`config.mk`:
```
export PLATFORM = sky130hd
export DESIGN_NAME = lin_hdr_detect
export DESIGN_NICKNAME = d
export VERILOG_FILES = /design/src/rtl/lin_hdr_pkg.sv /design/src/rtl/lin_edge_track.sv /design/src/rtl/lin_low_timer.sv /design/src/rtl/lin_sync_meas.sv /design/src/rtl/lin_hdr_detect.sv
export SDC_FILE = /design/constraint.sdc
export NUM_CORES = 1
export LEC_CHECK = 0
export ABC_AREA = 1
export BUFFER_PORTS_ARGS = -buffer_cell sky130_fd_sc_hd__buf_2
export CAP_MARGIN = 20
export CORE_MARGIN = 8
export CORE_UTILIZATION = 54
export DETAILED_ROUTE_END_ITERATION = 10
export PLACE_DENSITY_LB_ADDON = 0.1
export SETUP_SLACK_MARGIN = 0.15
export SKIP_LAST_GASP = 1
export SLEW_MARGIN = 15
export SYNTH_ARGS = -nofsm -noshare
export SYNTH_HDL_FRONTEND = slang
export SYNTH_SLANG_ARGS = --single-unit
export TNS_END_PERCENT = 20
```
`constraint.sdc`:
```
create_clock -name clk -period 2.05 [get_ports clk]
set_input_delay 0 -clock clk [delete_from_list [all_inputs] [get_ports clk]]
set_output_delay 0 -clock clk [all_outputs]
set_load 0.02 [all_outputs]
```
`src/rtl/lin_hdr_pkg.sv`:
```
package lin_hdr_pkg;

  // Falling edges of the sync byte that bound the measured span.
  localparam int SYNC_FALLS   = 5;
  // The span covers two bit times per falling-edge gap.
  localparam int PERIOD_SHIFT = $clog2(2 * (SYNC_FALLS - 1));
  localparam int FALL_CNT_W   = $clog2(SYNC_FALLS);

  typedef enum logic [1:0] {
    ST_IDLE      = 2'd0,  // waiting for a break
    ST_WAIT_FALL = 2'd1,  // break seen, waiting for first sync falling edge
    ST_MEASURE   = 2'd2   // timing the sync byte
  } sync_state_e;

endpackage

```
`src/rtl/lin_edge_track.sv`:
```
module lin_edge_track (
  input  logic clk,
  input  logic rst_n,
  input  logic rxd,
  output logic fall
);

  logic rxd_q;
  logic rxd_d;

  always_comb begin
    rxd_d = rxd;
  end

  always_ff @(posedge clk or negedge rst_n) begin
    if (!rst_n) begin
      rxd_q <= 1'b1;
    end else begin
      rxd_q <= rxd_d;
    end
  end

  assign fall = rxd_q & ~rxd;

endmodule

```
`src/rtl/lin_low_timer.sv`:
```
module lin_low_timer #(
  parameter int NOM_W      = 16,
  parameter int FAULT_W    = 8,
  parameter int BREAK_BITS = 13
) (
  input  logic               clk,
  input  logic               rst_n,
  input  logic               rxd,
  input  logic [NOM_W-1:0]   nom_bit_cycles,
  input  logic [FAULT_W-1:0] fault_mult,
  output logic               brk_evt,
  output logic               fault_lvl
);

  localparam logic [FAULT_W-1:0] BITS_SAT = '1;
  localparam logic [FAULT_W-1:0] BRK_LIM  = FAULT_W'(BREAK_BITS);

  // Low time is kept as whole bit times plus a cycle count within the bit.
  logic [NOM_W-1:0]   sub_q, sub_d;
  logic [FAULT_W-1:0] bits_q, bits_d;
  logic               sub_wrap;
  logic               cnt_en;

  assign sub_wrap = (sub_q == (nom_bit_cycles - NOM_W'(1)));
  assign cnt_en   = ~rxd;

  always_comb begin
    sub_d  = sub_q;
    bits_d = bits_q;
    if (!cnt_en) begin
      sub_d  = '0;
      bits_d = '0;
    end else if (sub_wrap) begin
      sub_d = '0;
      if (bits_q != BITS_SAT) begin
        bits_d = bits_q + FAULT_W'(1);
      end
    end else begin
      sub_d = sub_q + NOM_W'(1);
    end
  end

  always_ff @(posedge clk or negedge rst_n) begin
    if (!rst_n) begin
      sub_q  <= '0;
      bits_q <= '0;
    end else begin
      sub_q  <= sub_d;
      bits_q <= bits_d;
    end
  end

  // A break ends on the first high sample after a long enough low run that
  // did not reach the fault threshold.
  assign brk_evt   = rxd & (bits_q >= BRK_LIM) & (bits_q < fault_mult);
  assign fault_lvl = (bits_q >= fault_mult);

endmodule

```
`src/rtl/lin_sync_meas.sv`:
```
module lin_sync_meas
  import lin_hdr_pkg::*;
#(
  parameter int SPAN_W = 19,
  parameter int PER_W  = SPAN_W - PERIOD_SHIFT
) (
  input  logic             clk,
  input  logic             rst_n,
  input  logic             fall_i,
  input  logic             brk_i,
  output logic             done_o,
  output logic             tmo_o,
  output logic [PER_W-1:0] period_o
);

  localparam logic [SPAN_W-1:0]     SPAN_MAX  = '1;
  localparam logic [FALL_CNT_W-1:0] FALL_LAST = FALL_CNT_W'(SYNC_FALLS - 1);

  sync_state_e            st_q, st_d;
  logic [SPAN_W-1:0]      span_q, span_d, span_inc;
  logic [FALL_CNT_W-1:0]  fe_q, fe_d;
  logic [PER_W-1:0]       per_q, per_d;
  logic                   done_q, done_d;
  logic                   tmo_q, tmo_d;

  assign span_inc = span_q + SPAN_W'(1);

  always_comb begin
    st_d   = st_q;
    span_d = span_q;
    fe_d   = fe_q;
    per_d  = per_q;
    done_d = 1'b0;
    tmo_d  = 1'b0;
    if (brk_i) begin
      // A break overrides any state: restart the header.
      st_d   = ST_WAIT_FALL;
      span_d = '0;
      fe_d   = '0;
    end else begin
      unique case (st_q)
        ST_IDLE: begin
          st_d = ST_IDLE;
        end
        ST_WAIT_FALL: begin
          if (fall_i) begin
            st_d   = ST_MEASURE;
            span_d = '0;
            fe_d   = FALL_CNT_W'(1);
          end
        end
        ST_MEASURE: begin
          if (fall_i && (fe_q == FALL_LAST)) begin
            // Completion takes priority over saturation in the same cycle.
            done_d = 1'b1;
            per_d  = span_inc[SPAN_W-1:PERIOD_SHIFT];
            st_d   = ST_IDLE;
          end else if (span_inc == SPAN_MAX) begin
            tmo_d = 1'b1;
            st_d  = ST_IDLE;
          end else begin
            span_d = span_inc;
            if (fall_i) begin
              fe_d = fe_q + FALL_CNT_W'(1);
            end
          end
        end
        default: begin
          st_d = ST_IDLE;
        end
      endcase
    end
  end

  always_ff @(posedge clk or negedge rst_n) begin
    if (!rst_n) begin
      st_q   <= ST_IDLE;
      span_q <= '0;
      fe_q   <= '0;
      per_q  <= '0;
      done_q <= 1'b0;
      tmo_q  <= 1'b0;
    end else begin
      st_q   <= st_d;
      span_q <= span_d;
      fe_q   <= fe_d;
      per_q  <= per_d;
      done_q <= done_d;
      tmo_q  <= tmo_d;
    end
  end

  assign done_o   = done_q;
  assign tmo_o    = tmo_q;
  assign period_o = per_q;

endmodule

```
`src/rtl/lin_hdr_detect.sv`:
```
module lin_hdr_detect
  import lin_hdr_pkg::*;
#(
  parameter int NOM_W      = 16,
  parameter int FAULT_W    = 8,
  parameter int BREAK_BITS = 13,
  parameter int SPAN_W     = 19
) (
  input  logic                           clk,
  input  logic                           rst_n,
  input  logic                           rxd,
  input  logic [NOM_W-1:0]               nom_bit_cycles,
  input  logic [FAULT_W-1:0]             fault_mult,
  output logic                           brk_det,
  output logic                           sync_done,
  output logic                           sync_tmo,
  output logic                           bus_fault,
  output logic [SPAN_W-PERIOD_SHIFT-1:0] bit_period
);

  localparam int PER_W = SPAN_W - PERIOD_SHIFT;

  logic fall;
  logic brk_evt;
  logic fault_lvl;
  logic brk_q, brk_d;

  lin_edge_track u_edge (
    .clk  (clk),
    .rst_n(rst_n),
    .rxd  (rxd),
    .fall (fall)
  );

  lin_low_timer #(
    .NOM_W     (NOM_W),
    .FAULT_W   (FAULT_W),
    .BREAK_BITS(BREAK_BITS)
  ) u_low (
    .clk           (clk),
    .rst_n         (rst_n),
    .rxd           (rxd),
    .nom_bit_cycles(nom_bit_cycles),
    .fault_mult    (fault_mult),
    .brk_evt       (brk_evt),
    .fault_lvl     (fault_lvl)
  );

  lin_sync_meas #(
    .SPAN_W(SPAN_W),
    .PER_W (PER_W)
  ) u_sync (
    .clk     (clk),
    .rst_n   (rst_n),
    .fall_i  (fall),
    .brk_i   (brk_evt),
    .done_o  (sync_done),
    .tmo_o   (sync_tmo),
    .period_o(bit_period)
  );

  always_comb begin
    brk_d = brk_evt;
  end

  always_ff @(posedge clk or negedge rst_n) begin
    if (!rst_n) begin
      brk_q <= 1'b0;
    end else begin
      brk_q <= brk_d;
    end
  end

  assign brk_det   = brk_q;
  assign bus_fault = fault_lvl;

endmodule

```
### Yosys cells after proc, flatten, opt, wreduce, memory -nomap -nowiden

Cells that the tools add are included.

* flip-flop bits (word level): 68
* latch bits: 0
* RAM bits: 0
* memory bits (read-only): 0
* input bits: 27
* output and inout port bits: 20
* logic and storage cells: 71
* memories kept: 0

* $add $sub $neg: 5
* $mul: 0
* divide/modulo/power cells: 0
* magnitude comparators: 3
* equal/unequal tests: 11
* shifts and indexed selects: 0
* mux-type cells: 28
* bitwise logic cells: 5
* reductions and logical operators: 9

Operators by type and width (count)
* $mux W19: 4
* $pmux W19 S2: 1
* $mux W16: 2
* $mux W8: 3
* $add A19 B1 Y19 const B: 1
* $eq A19 B19 Y1 const B: 1
* $add A16 B1 Y16 const B: 1
* $eq A16 B16 Y1: 1
* $sub A16 B1 Y16 const B: 1
* $mux W3: 5
* $add A8 B1 Y8 const B: 1
* $ge A8 B4 Y1 const B: 1
* $ge A8 B8 Y1: 1
* $lt A8 B8 Y1: 1
* $mux W2: 4
* $ne A8 B8 Y1 const B: 1
* $mux W1: 7
* $ne A3 B2 Y1 const B: 2
* $ne A3 B3 Y1 const B: 2
* $pmux W3 S2: 1
* $reduce_and A5 Y1: 1
* $ne A4 B2 Y1 const B: 1
* $pmux W2 S2: 1
* $reduce_and A2 Y1: 2
* other kinds (11): 15

### Longest topological paths before layout

* depth in word-level cells: 7
* depth in mapped cells: 16

### Modules after synthesis

From an unflattened synthesis, not the netlist that was laid out.

* cells, all modules: 655
* area total of the unflattened synthesis: 4713.3 µm²

Modules (own cells, without submodules)
* lin_sync_meas: instances 1, cells each 320, area each 2417.3 µm², sequential area each 1051.0 µm²
* lin_low_timer: instances 1, cells each 331, area each 2234.6 µm², sequential area each 600.6 µm²
* lin_edge_track: instances 1, cells each 3, area each 36.3 µm², sequential area each 26.3 µm²
* lin_hdr_detect: instances 1, cells each 1, area each 25.0 µm², sequential area each 25.0 µm²

### Least setup slack after synthesis

OpenSTA, ideal clock, no wires.

* path type: reg2reg
* start: register u_low.bits_q[7]
* end: register u_sync.span_q[15]
* setup time: 123 ps
* data arrival time: 1872 ps
* path slack: 55 ps
* stages on the path, launching flop included: 12
* buffers on the path: 1
* clock period less this slack: 1995 ps
* cells stage by stage: dfrtp_1 -> ha_1 -> a21oi_1 -> o21a_1 -> nand3_1 -> nand3_1 -> nand2_1 -> nor2_4 -> nand2_8 -> buf_12 -> nand2_2 -> o21ai_2

* word-level cells in the longest chain between the ends: 5
* elaborated cells on any way between the ends: 10

RTL lines
* start: declaration: RTL line lin_low_timer.sv:20 `logic [FAULT_W-1:0] bits_q, bits_d;`
* start signal: assignment: RTL line lin_low_timer.sv:49 `bits_q <= bits_d;`
* $ge A8 B4 Y1: RTL line lin_low_timer.sv:55 `assign brk_evt = rxd & (bits_q >= BRK_LIM) & (bits_q < fault_mult);`
* $and A1 B1 Y1: RTL line lin_low_timer.sv:55
* $and A1 B1 Y1 (*): RTL line lin_low_timer.sv:55
* $ne A3 B3 Y1 (no line) (tied with other cells)
* $reduce_and A4 Y1 (no line)
* end signal: assignment: RTL line lin_sync_meas.sv:85 `span_q <= span_d;`
* end: declaration: RTL line lin_sync_meas.sv:20 `logic [SPAN_W-1:0] span_q, span_d, span_inc;`

Mark *: on every way between the ends. The rest lies on a longest branch, timed or not.
A chain may end at the register's enable or synchronous reset.

### Worst setup path after layout

* start: register u_sync.span_q[0]
* end: register u_sync.span_q[1]

* word-level cells in the longest chain between the ends: 5
* elaborated cells on any way between the ends: 8

RTL lines
* $add A19 B1 Y19 (*): RTL line lin_sync_meas.sv:26 `assign span_inc = span_q + SPAN_W'(1);`
* parallel branches: the longest is 4 deep, another holds $eq A19 B19 Y1

Every way passes the cells marked *. The select of a mux whose other input is x is not followed.

==> impl_metrics.py <==
metrics = {
    "run_status": {
        "status": "finished, violations left",
        "violations": "setup timing",
    },
    "clocking": {
        "cts_max_level": 3,
        "cts_tree": "done",
        "clkLatencyLatePin_ps": 350,
        "cts_buffers": 9,
        "path_clk_slew_ps": 70,
        "root_buffer": "clkbuf_8",
        "ctsLongestPathBuffers": 2,
        "cts_sinks": 68,
    },
    "detailed_routing": {
        "dr_total_vias": 4477,
        "drc": 0,
        "wl_um": 12100,
        "wl_per_cell_um": 14.4,
        "ant_nets": 0,
        "drtIter0Drc": 264,
        "dr.pass1.iters": 4,
        "viasPerCell": 5.34,
    },
    "synth": {
        "synth_fp_nets": 670,
        "yosys.area.top_type": "dfrtp_1",
        "synth_warnings": 0,
        "syn_area_sq_mm": 0.00453,
        "synth.most_common_cell": "nand2_1",
        "yosysSeqAreaShare_pct": 37.6,
        "synth_cell_types": 39,
        "ys_top_cells_by_area": "dfrtp_1 37%, nand2_1 14%, inv_1 6.6%",
        "syn_inst": 626,
        "synth_edf_count": 0,
        "ys_seq_elements": 68,
        "synth_area_per_cell_sq_um": 7.24,
        "ys.flop_type": "dfrtp_1",
        "synth.top_cell.area_share_pct": 37.0,
        "ys_top_cells_by_count": "174 x nand2_1, 80 x inv_1, 80 x nor2_1",
        "async_flop_share_pct": 100,
    },
    "setup_path": {
        "cp_cell_sequence": "ha_4 > nand2_4 > nor2_4 > buf_6 > nand3_2 > nand2_2 > nand2_2 > nor2_2 > nand2_2 > nor2_4 > nand3_4 > nand2_4 > nand2_1 > o21ai_0",
        "reg2regPathDepth": 14,
        "path_max_fanout": 5,
        "slowest_delay_ps": 410,
        "cp.buffers_inverters": 1,
        "r2r_end": "u_sync.span_q[1]",
        "cp.arrival_ps": 2400,
        "r2r_start": "u_sync.span_q[0]",
        "cp_slowest_cell": "dfrtp_2",
        "path_depth": 14,
        "worstSetupPathType": "flip-flop to flip-flop",
        "worst_ep_required_time_ps": 2320,
        "startpoint_type": "flip-flop",
        "cp-end-kind": "flip-flop",
        "rrSetupSlack_ps": -90,
        "crit_family": "simple AND/OR/NAND/NOR gates",
        "crit_top_cell": "nand2_2",
    },
    "job": {
        "drv_cap": 0,
    },
    "placed_design": {
        "gp_congestion": 0.886,
        "io_buffers": 46,
        "dp.final_hpwl_um": 7690,
    },
    "power_and_ir_drop": {
        "p_seq_share_pct": 36.2,
        "p_switching_mw": 1.37,
        "p_clk_share_pct": 33.9,
        "p_comb_share_pct": 29.9,
        "vdd_drop_max_uv": 540,
        "total_leakage_power_nw": 2.85,
        "power_density_mw_per_mm2": 722,
        "p_total_mw": 4.20,
        "internal-power_mw": 2.82,
        "swShare_pct": 32.7,
    },
    "global_route": {
        "grt_max_degree": 60,
        "overflow": 0,
        "grt.total_usage_pct": 20.9,
        "grt_pass1_vias": 4278,
        "grt_pass1_wl_um": 19800,
        "antenna_found_initial": 0,
    },
    "floorplanning": {
        "die-width_um": 108,
        "die_area_sq_mm": 0.0116,
        "num_rows": 33,
        "initial_core_util_pct": 55.5,
        "io_pins": 47,
        "core-area_sq_mm": 0.00818,
        "die_h_um": 108,
    },
    "layout": {
        "fin_nets": 772,
        "layout-drive-gt1-share_pct": 28.8,
        "area_delta_synth_final_pct": 28.2,
        "antenna_cells": 0,
    },
    "sta": {
        "timing.final.crit_share_pct": 104,
        "fin_skew_ps": 9.90,
        "hold_slack_ps": 18.1,
        "worst_slew_pin_slew_ps": 804,
        "final_max_slew_viol_count": 0,
        "period_minus_slack_ps": 2140,
        "maxSlewHeadroom_pct": 46.3,
        "setup_tns_ps": -1180,
        "finalSetupViolCount": 23,
        "hold_viol_final": 0,
        "fmax_ghz": 0.468,
        "rsz0062_at_grt": "true",
        "setup_slack_ps": -85.8,
    },
    "worst_hold_path": {
        "whs_endpoint": "u_low.bits_q[7]",
        "min_path_cells": 4,
        "hp-start": "rxd",
        "hp-class": "input port to flip-flop",
    },
}
-- power by group through the flow --
stage / Sequential [mW] / Clock, mW / Combinational, mW
finish: 1.52 / 1.42 / 1.26
CTS: 1.51 / 1.43 / 1.11
floorplan: 1.51 / 0 / 0.585
global route: 1.53 / 1.49 / 1.37
detailed placement: 1.51 / 0 / 0.813
global placement: 1.51 / 0 / 0.794
-- flip-flops by register name, summed over array words and instances (netlist names) --
register         count
brk_det              1
u_edge.rxd_q         1
u_low.bits_q         8
u_low.sub_q         16
u_sync.done_o        1
u_sync.fe_q          3
u_sync.period_o     16
u_sync.span_q       19
u_sync.st_q          2
u_sync.tmo_o         1
-- cell type report --
class	count	area [sq um]
Multi-Input combinational cell	472	2730
Fill cell	637	2360
Sequential cell	68	1710
Timing Repair Buffer	94	668
Inverter	83	312
Clock buffer	11	151
Tap cell	105	131
Clock inverter	5	106
-- per-stage QoR --
step                utilization (%)  cell area, sq um  setup WS, ps  instances
floorplan                         -              4550           121        626
global placement               62.0              5070          42.8        795
detailed placement             62.0              5070         -47.2        795
CTS                            68.9              5630          17.3        829
global route                   71.1              5810          -199        838
finish                         71.1              5810         -85.8        838
-- timing repair --
action / in CTS / in global routing
hold buffers: 2 / 0
hold endpoints to repair: 69 / 0
setup endpoints to repair: 24 / 62
pin swaps: 23 / 22
gates resized for setup: 39 / 34
setup buffers: 13 / 7
gates cloned: 3 / 2
-- logic make-up (layout without fill, tap and decap cells) --
logic type	count (synthesis)	in the layout	share of synthesized area, %
AOI/OAI and AO/OA	55	55	7.20
xor gates and xnor gates	30	30	5.79
adders and majority gates	17	17	4.69
buffers and inverters	90	193	8.08
DFF	68	68	37.6
and+or+nand+nor	366	370	36.7
-- worst max-delay path by stage --
stage                           from           endpoint  slack [ps]
floorplan            u_low.bits_q[7]  u_sync.span_q[15]         120
global placement    u_sync.span_q[0]   u_sync.span_q[8]          40
detailed placement   u_low.bits_q[0]   u_sync.span_q[6]         -50
CTS                 u_sync.span_q[0]   u_sync.span_q[9]          20
global route        u_sync.span_q[1]   u_sync.span_q[5]        -200
finish              u_sync.span_q[0]   u_sync.span_q[1]         -90
-- layer usage --
metal	wire length (um)	vias up	track usage, %
met5	0	-	0
met4	357	0	8.92
met3	797	37	4.49
met2	5420	172	32.4
met1	5480	2077	27.6
li1	-	2191	-
-- layout by cell type, fill, tap and decap left out, types with 9 or more instances in the layout --
cell type	n
inv_1	75
nand2_1	161
o21ai_2	11
buf_4	38
nor2_1	74
clkbuf_8	11
buf_2	46
nand2_2	25
dfrtp_1	58
nand4_1	18
o21ai_0	27
nand2_4	9
dfrtp_2	9
nor2_2	11
xor2_1	18
ha_1	14
nand3_1	32
xnor2_1	12
nand3_2	10
-- tightest hold or removal path, stage by stage --
cell and delay (ps):
buf_2 150, nor2_1 60, nand3_1 60, nand2_1 50
No activity file was read; power rests on OpenSTA's default activity.
